$ cat src/rtl/wdalm_pkg.sv
package wdalm_pkg;
  localparam int CB_OSC_OFF = 7;
  localparam int CB_ENABLE  = 6;
  localparam int CB_MODE    = 5;
  localparam int CB_BBSQ    = 4;
  localparam int CB_STEER   = 3;
  localparam int CB_RATE2   = 2;
  localparam int CB_RATE1   = 1;
  localparam int CB_AIE     = 0;
  localparam logic [7:0] CTRL_RESET = 8'h06;
endpackage

$ cat src/rtl/wdalm_regs.sv
module wdalm_regs #(
  parameter int CNT_W  = 24,
  parameter int ADDR_W = 3
) (
  input  logic              clk,
  input  logic              rst,
  input  logic              wr_en,
  input  logic              rd_en,
  input  logic [ADDR_W-1:0] addr,
  input  logic [7:0]        wdata,
  input  logic              flag_set,
  output logic [7:0]        rdata,
  output logic [7:0]        ctrl,
  output logic [CNT_W-1:0]  reload,
  output logic              flag,
  output logic              load_req
);
  localparam int NB = CNT_W / 8;
  localparam logic [ADDR_W-1:0] A_CTL = ADDR_W'(NB);
  localparam logic [ADDR_W-1:0] A_STS = ADDR_W'(NB + 1);

  logic [7:0] rel_q [NB];
  logic       cnt_hit;

  assign cnt_hit = (addr < A_CTL);

  for (genvar b = 0; b < NB; b++) begin : g_byte
    always_ff @(posedge clk) begin
      if (rst) rel_q[b] <= '0;
      else if (wr_en && addr == ADDR_W'(b)) rel_q[b] <= wdata;
    end
    assign reload[b*8 +: 8] = rel_q[b];
  end

  always_ff @(posedge clk) begin
    if (rst) begin
      ctrl     <= wdalm_pkg::CTRL_RESET;
      flag     <= 1'b0;
      load_req <= 1'b0;
      rdata    <= '0;
    end else begin
      load_req <= (wr_en || rd_en) && cnt_hit;
      if (wr_en && addr == A_CTL) ctrl <= wdata;
      if (flag_set) flag <= 1'b1;
      else if (wr_en && addr == A_STS && !wdata[0]) flag <= 1'b0;
      if (rd_en) begin
        if (cnt_hit)            rdata <= rel_q[addr];
        else if (addr == A_CTL) rdata <= ctrl;
        else if (addr == A_STS) rdata <= {7'b0, flag};
        else                    rdata <= '0;
      end
    end
  end
endmodule

$ cat src/rtl/wdalm_counter.sv
module wdalm_counter #(
  parameter int CNT_W = 24
) (
  input  logic             clk,
  input  logic             rst,
  input  logic             enable,
  input  logic             mode,
  input  logic             tick_sec,
  input  logic             tick_fast,
  input  logic             load_req,
  input  logic [CNT_W-1:0] reload,
  output logic             running,
  output logic             expire,
  output logic [CNT_W-1:0] count
);
  localparam logic [CNT_W-1:0] ONE = CNT_W'(1);

  logic en_prev;
  logic tick;
  logic do_load;

  assign tick    = mode ? tick_fast : tick_sec;
  assign do_load = load_req || !en_prev;
  assign expire  = enable && !do_load && running && tick && (count == ONE);

  always_ff @(posedge clk) begin
    if (rst) begin
      count   <= '0;
      running <= 1'b0;
      en_prev <= 1'b0;
    end else begin
      en_prev <= enable;
      if (!enable) begin
        running <= 1'b0;
      end else if (do_load) begin
        count   <= reload;
        running <= (reload != '0);
      end else if (running && tick) begin
        if (count == ONE) begin
          if (mode) begin
            running <= 1'b0;
            count   <= '0;
          end else begin
            count <= reload;
          end
        end else begin
          count <= count - ONE;
        end
      end
    end
  end
endmodule

$ cat src/rtl/wdalm_pulse.sv
module wdalm_pulse #(
  parameter int PULSE_TICKS = 1024
) (
  input  logic clk,
  input  logic rst,
  input  logic start,
  input  logic steer,
  input  logic tick_fast,
  output logic active,
  output logic on_int
);
  localparam int PW = $clog2(PULSE_TICKS + 1);
  localparam logic [PW-1:0] LAST = PW'(PULSE_TICKS - 1);

  logic [PW-1:0] pcnt;

  always_ff @(posedge clk) begin
    if (rst) begin
      active <= 1'b0;
      on_int <= 1'b0;
      pcnt   <= '0;
    end else if (start && !active) begin
      active <= 1'b1;
      on_int <= steer;
      pcnt   <= '0;
    end else if (active && tick_fast) begin
      if (pcnt == LAST) active <= 1'b0;
      else              pcnt   <= pcnt + 1'b1;
    end
  end
endmodule

$ cat src/rtl/wdalm_ctrl.sv
module wdalm_ctrl #(
  parameter int CNT_W       = 24,
  parameter int ADDR_W      = 3,
  parameter int PULSE_TICKS = 1024
) (
  input  logic              clk,
  input  logic              rst,
  input  logic              wr_en,
  input  logic              rd_en,
  input  logic [ADDR_W-1:0] addr,
  input  logic [7:0]        wdata,
  output logic [7:0]        rdata,
  input  logic              tick_sec,
  input  logic              tick_fast,
  input  logic              int_ctl,
  output logic              alarm_flag,
  output logic              int_n,
  output logic              reset_n
);
  import wdalm_pkg::*;

  logic [7:0]       ctrl;
  logic [CNT_W-1:0] reload;
  logic [CNT_W-1:0] count;
  logic             load_req, running, expire;
  logic             pulse_active, pulse_on_int;
  logic             ctl_en, ctl_mode;

  assign ctl_en   = ctrl[CB_ENABLE];
  assign ctl_mode = ctrl[CB_MODE];

  wdalm_regs #(.CNT_W(CNT_W), .ADDR_W(ADDR_W)) u_regs (
    .clk(clk), .rst(rst), .wr_en(wr_en), .rd_en(rd_en), .addr(addr),
    .wdata(wdata), .flag_set(expire), .rdata(rdata), .ctrl(ctrl),
    .reload(reload), .flag(alarm_flag), .load_req(load_req)
  );

  wdalm_counter #(.CNT_W(CNT_W)) u_cnt (
    .clk(clk), .rst(rst), .enable(ctl_en), .mode(ctl_mode),
    .tick_sec(tick_sec), .tick_fast(tick_fast), .load_req(load_req),
    .reload(reload), .running(running), .expire(expire), .count(count)
  );

  wdalm_pulse #(.PULSE_TICKS(PULSE_TICKS)) u_pulse (
    .clk(clk), .rst(rst), .start(expire && ctl_mode),
    .steer(ctrl[CB_STEER]), .tick_fast(tick_fast),
    .active(pulse_active), .on_int(pulse_on_int)
  );

  always_ff @(posedge clk) begin
    if (rst) begin
      int_n   <= 1'b1;
      reset_n <= 1'b1;
    end else begin
      int_n   <= !((alarm_flag && ctrl[CB_AIE] && int_ctl) ||
                   (pulse_active && pulse_on_int));
      reset_n <= !(pulse_active && !pulse_on_int);
    end
  end
endmodule

$ cat config.mk
export PLATFORM = sky130hd
export DESIGN_NAME = wdalm_ctrl
export DESIGN_NICKNAME = d
export VERILOG_FILES = /design/src/rtl/wdalm_pkg.sv /design/src/rtl/wdalm_regs.sv /design/src/rtl/wdalm_counter.sv /design/src/rtl/wdalm_pulse.sv /design/src/rtl/wdalm_ctrl.sv
export SDC_FILE = /design/constraint.sdc
export NUM_CORES = 1
export LEC_CHECK = 0
export BUFFER_PORTS_ARGS = -buffer_cell sky130_fd_sc_hd__buf_2
export CAP_MARGIN = 15
export CORE_MARGIN = 5
export CORE_UTILIZATION = 50
export CTS_CLUSTER_SIZE = 25
export DETAILED_ROUTE_END_ITERATION = 8
export HOLD_SLACK_MARGIN = 0.12
export PLACE_DENSITY_LB_ADDON = 0.1
export SLEW_MARGIN = 20
export SYNTH_ARGS = -nofsm -noshare
export SYNTH_HDL_FRONTEND = slang
export SYNTH_SLANG_ARGS = --single-unit
$ cat constraint.sdc
create_clock -name clk -period 2 [get_ports clk]
set_input_delay 0.1 -clock clk [delete_from_list [all_inputs] [get_ports clk]]
set_output_delay 0.1 -clock clk [all_outputs]
set_load 0.02 [all_outputs]
Yosys cells after proc, flatten, opt, wreduce, memory -nomap -nowiden
Memories as Yosys holds them, arrays and structs flattened. Index checks and enable logic that the tools add are counted.

Register bits: 59. Bits in writable memories: 24. Input bits: 18. Output and inout bits: 11. Word-level logic and storage cells: 101. Memories kept: 1.

$add $sub $neg: 2. Magnitude comparators: 1. Eq/ne operators: 6. Multiplexer cells: 31. Bitwise operators: 5. Reduce and logical (&&, ||, !) cells: 43.

Memory list: u_regs.rel_q (depth 3, width 8, read ports 4, clocked after Yosys merged registers in 0, wr ports 3, line wdalm_regs.sv:22) `logic [7:0] rel_q [NB];`.

Operators by type and width (number): 2-to-1 mux 24 bit (4); 2-to-1 mux 8 bit (5); equality test 24 x 1 -> 1 bit, second input constant (1); nonzero test 24 bit (1); subtractor 24 x 1 -> 24 bit, second input constant (1); 2-to-1 mux 1 bit (22); logical AND 1 bit (19); nonzero test 2 bit (6); adder 11 x 1 -> 11 bit, second input constant (1); equality test 11 x 10 -> 1 bit, second input constant (1); zero test 1 bit (7); equality test 3 x 2 -> 1 bit, second input constant (2); AND reduction 2 bit (3); OR reduction 2 bit (2); equality test 3 x 1 -> 1 bit, second input constant (1); equality test 3 bit, second input constant (1); zero test 3 bit (1); logical OR 1 bit (3); less-than comparator 3 x 2 -> 1 bit, second input constant (1); bitwise OR 1 bit (3); AND reduction 3 bit (1); inverter 1 bit (2).

Longest topological paths before layout
Depth in word-level cells: 11. Gate-level depth with buffers: 10.

Hierarchy
From an unflattened synthesis, not the netlist that was laid out.

Cell total of the unflattened synthesis: 468. Area, all modules: 4376.7 um2.

Modules (own cells, without submodules): wdalm_regs (instances 1, cells each 165, area each 1841.8 um2, seq. area each 1081.0 um2); wdalm_counter (instances 1, cells each 224, area each 1824.2 um2, seq. area each 520.5 um2); wdalm_pulse (instances 1, cells each 73, area each 640.6 um2, seq. area each 260.2 um2); wdalm_ctrl (instances 1, cells each 6, area each 70.1 um2, seq. area each 40.0 um2).

Least setup slack after synthesis
No wires, ideal clock.

Kind: reg-to-reg. Start: reg u_cnt.count[2]. End: reg u_cnt.count[19]. Library setup time: 0.122 ns. Arrival time: 1.892 ns. Slack: -0.013 ns. Stages on the path, launching flop included: 8. Buffers on the path: 1. Clock period less this slack: 2.013 ns. Cells stage by stage: dfxtp_1 -> buf_6 -> nor4_2 -> nand4_2 -> or3_4 -> o41ai_2 -> a21oi_1 -> a221o_1.

Cells in the longest elaborated chain, start to end: 4. Elaborated cells between the ends (all ways): 5. Those cells by class: 1 x add/sub; 1 x eq/ne; 3 x mux.

Ends and longest elaborated chain: start: declaration (line wdalm_counter.sv:14) `output logic [CNT_W-1:0] count`; start signal: assignment (line wdalm_counter.sv:36) `count <= reload;`; start signal: assignment (line wdalm_counter.sv:44) `count <= reload;`; start signal: assignment (line wdalm_counter.sv:47) `count <= count - ONE;`; subtractor 24 x 1 -> 24 bit / equality test 24 x 1 -> 1 bit (equally long branches) (line wdalm_counter.sv:47, wdalm_counter.sv:39); 2-to-1 mux 24 bit (*) (line wdalm_counter.sv:39) `if (count == ONE) begin`; 2-to-1 mux 24 bit (*) (line wdalm_counter.sv:38) `end else if (running && tick) begin`; 2-to-1 mux 24 bit (*) (line wdalm_counter.sv:35) `end else if (do_load) begin`.

Mark *: on every way between the ends. The rest lies on a longest branch, timed or not. The select of a mux whose other input is x is not followed. A chain may end at the register's enable or synchronous reset.

Worst setup path in the final report
Start: reg u_cnt.count[8]. End: reg u_cnt.count[19].

Same word-level chain as after synthesis.

==> summary.md <==
| Metric | Value |
|---|---|
| Status | `finished with violations` |
| Failing checks | `setup timing` |
| Clock net sink count | `between 80 and 90` |
| Routability Congestion | `between 0.9 and 1` |
| Initial antenna violation count | `0` |
| Final worst slack | `-66.1 ps` |
| Primary FF master, synth | `dfxtp_1` |
| Total gr overflow | `0` |
| Max-Cap Viols | `0` |
| Final critical-path share of the clock period | `1.03` |
| Clock tree buffer depth | `2` |
| Fmax | `between 400 and 500 MHz` |
| Min Hold Slack | `about 140 ps` |
| Final setup fails | `16` |
| Diode count | `0` |
| Relative slew margins | `0.461` |
| Layout net count | `579` |
| Die W | `between 100 and 150 um` |
| P_int | `between 2 and 3 mW` |
| Number of cell rows | `33` |
| Mapped Nets | `just under 500` |
| Fin util | `0.651` |
| Mapped cell area | `between 4000 and 5000 um2` |
| H-tree Lvls | `3` |
| Share of post-route cells with drive strength above 1 | `0.249` |
| Design area | `around 5300 um2` |
| Synth Register Bits | `83` |
| Synthesized area per cell | `just under 9 um2` |
| Sequential area share after synthesis | `0.459` |
| HPWL after DPL | `~8100 um` |
| CP startpoint kind | `flip-flop` |
| DRC | `0` |
| Port bufs | `28` |
| Post-route ant nets | `0` |
| Vias/cell | `5.85` |
| Clk slew on worst S/H paths | `90 ps` |
| Die ar. | `around 10000 um2` |
| Logic pwr share | `0.164` |
| EDFF count, synth | `24` |
| Sw Share | `0.262` |
| Pre-CTS WS | `-51.7 ps` |
| Placed cell count | `~630` |
| Critical Path Fanout Max | `4` |
| Starting Density | `0.510` |
| Worst-Margin Slew | `802 ps` |
| Min-Delay Path Class | `in2reg` |
| Clk pwr share | `0.362` |
| Synth Warn # | `0` |
| CTS root buffer | `clkbuf_8` |
| RSZ-0062 raised after global routing | `yes` |
| Vias in the first global route | `3670` |
| Asr flop ratio synth | `0` |
| Die H | `101 um` |
| Initial DRC count | `301` |
| Finished Layout Cells | `around 670` |
| Post-synth cell types | `55` |
| Clock latency on the worst-skew pair | `approximately 350 ps` |
| Total CTS buffers | `9` |
| Final wirelength | `11700 um` |
| Detailed Routing Iterations Pass 1 | `6` |
| GRT Total Usage | `0.232` |
| Total chip power | `3.95 mW` |
| Fin. Hold Viols | `0` |
| Power Dens Cells | `between 700 and 800 nW/um2` |
| Net switching power | `1.03 mW` |
| Placement Cell Area | `roughly 4700 um2` |
| Largest net degree at the start of global routing | `27` |
| Vias post-DR | `3909` |
| Commonest cells after routing, fill and taps aside | `55 x nor2_1, 55 x dfxtp_1, 54 x buf_4, 52 x nand2_1, 32 x a21oi_1` |
| CP Data Arrival Time | `2310 ps` |
| Clk_skew | `around 11 ps` |
| Crit path time final | `2070 ps` |
| P&R area growth vs syn | `27.7%` |
| CTS tree | `done` |
| DR WL/cell | `between 15 and 20 um` |
| Io pins | `29` |
| Pins Over Slew Limit | `0` |
| Post-synthesis cell count | `468` |
| First-pass GRT wire length | `roughly 18000 um` |
| Crit end category | `flip-flop` |
| Setup CP Type | `reg2reg` |
| Leakage | `2.07 nW` |
| Post-Route Setup TNS | `-392 ps` |
| Core area | `just over 8000 um2` |
| Sequential Power Share | `0.474` |
| Worst EP required | `roughly 2200 ps` |
| Worst IR Drop VDD | `between 0.0004 and 0.0005 V` |
==> path summary, 6_finish.rpt <==
| check | startpoint | to | slack, ps | cells after the start |
|---|---|---|---|---|
| setup reg to reg | u_cnt.count[8]$_SDFFE_PP0P_ | u_cnt.count[19]$_SDFFE_PP0P_ | -70 | 7 |
| hold / removal | int_ctl | int_n$_SDFF_PP1_ | 140 | 3 |
| setup / recovery | u_cnt.count[8]$_SDFFE_PP0P_ | u_cnt.count[19]$_SDFFE_PP0P_ | -70 | 7 |
| hold reg to reg | u_regs.ctrl[4]$_SDFFE_PP0P_ | u_regs.ctrl[4]$_SDFFE_PP0P_ | 460 | 2 |
==> power by group through the flow <==
stage / logic (mW) / clock network (mW) / registers, mW
after CTS: 0.568 / 1.45 / 1.86
after global routing: 0.705 / 1.51 / 1.88
after detailed placement: 0.542 / 0 / 1.90
final: 0.648 / 1.43 / 1.87
after global placement: 0.541 / 0 / 1.90
after floorplan: 0.309 / 0 / 1.89
==> registers in the layout, indices dropped and copies added (netlist names) <==
signal,flops
u_regs.load_req,1
u_cnt.running,1
u_regs.ctrl,8
u_regs.rel_q,24
u_regs.flag,1
int_n,1
u_cnt.en_prev,1
u_regs.rdata,8
u_pulse.on_int,1
reset_n,1
u_pulse.pcnt,11
u_pulse.active,1
u_cnt.count,24
==> cells in the mapped netlist, drive strengths merged, types with 3 or more instances <==
library cell / number / area (um2)
dfxtp: 59 / 1180
nand2: 55 / 206
nor2: 55 / 206
a21oi: 32 / 160
o21ai: 31 / 155
and2: 24 / 150
edfxtp: 24 / 721
nor3: 18 / 90.1
nor4: 16 / 136
clkbuf: 14 / 52.6
nand3: 13 / 65.1
a32oi: 11 / 96.3
mux2i: 10 / 100
buf: 8 / 53.8
inv: 8 / 30.0
nand3b: 7 / 52.6
o211ai: 7 / 52.6
nand2b: 6 / 37.5
nand4: 6 / 50.0
nor2b: 6 / 37.5
a221o: 4 / 40.0
a31oi: 4 / 25.0
nor4b: 4 / 35.0
or4: 4 / 32.5
xnor2: 4 / 35.0
xor2: 4 / 35.0
a211oi: 3 / 22.5
a21o: 3 / 22.5
ha: 3 / 37.5
nand4b: 3 / 26.3
or2: 3 / 18.8
==> worst max-delay path, cell delays in order, from the launching register on <==
cell and delay (ps):
dfxtp_1 350, nor4_4 330, buf_4 170, nand4_2 130
or3_4 380, o41ai_2 200, a21oi_1 110, a221o_1 270
==> area by class of cell <==
| type | instances | area [um2] |
|---|---|---|
| inverters | 8 | 30.0 |
| clock inverters | 3 | 68.8 |
| well taps | 105 | 131 |
| fillers | 666 | 2840 |
| flip-flops and latches | 83 | 1910 |
| repair buffers | 101 | 748 |
| clock buffers | 13 | 170 |
| multi-input cells | 355 | 2240 |
==> routing by layer <==
metal	track usage	wire length, um	vias to the layer above
li1	-	-	1897
met5	0	0	-
met3	0.0401	609	27
met2	0.400	5770	113
met4	0.0695	246	0
met1	0.297	5060	1872
==> cells by family after synthesis <==
group,after synthesis,synth area share
AND/OR/NAND/NOR,225,0.286
AO/OA/AOI/OAI,109,0.172
flip-flops,83,0.459
buffers and inverters,30,0.0329
multiplexers,10,0.0241
XOR/XNOR,8,0.0169
adder cells (fa/ha/maj),3,0.00906
==> what timing repair did <==
| item | 4_1_cts | 5_1_grt |
|---|---|---|
| hold buffers | 11 | 0 |
| pin swaps | 4 | 18 |
| endpoints found under the setup margin | 19 | 39 |
| endpoints found under the hold margin | 32 | 0 |
| gates cloned | 1 | 2 |
| resized for setup | 7 | 34 |
| setup buffers | 2 | 8 |
No activity file was read; power rests on OpenSTA's default activity.
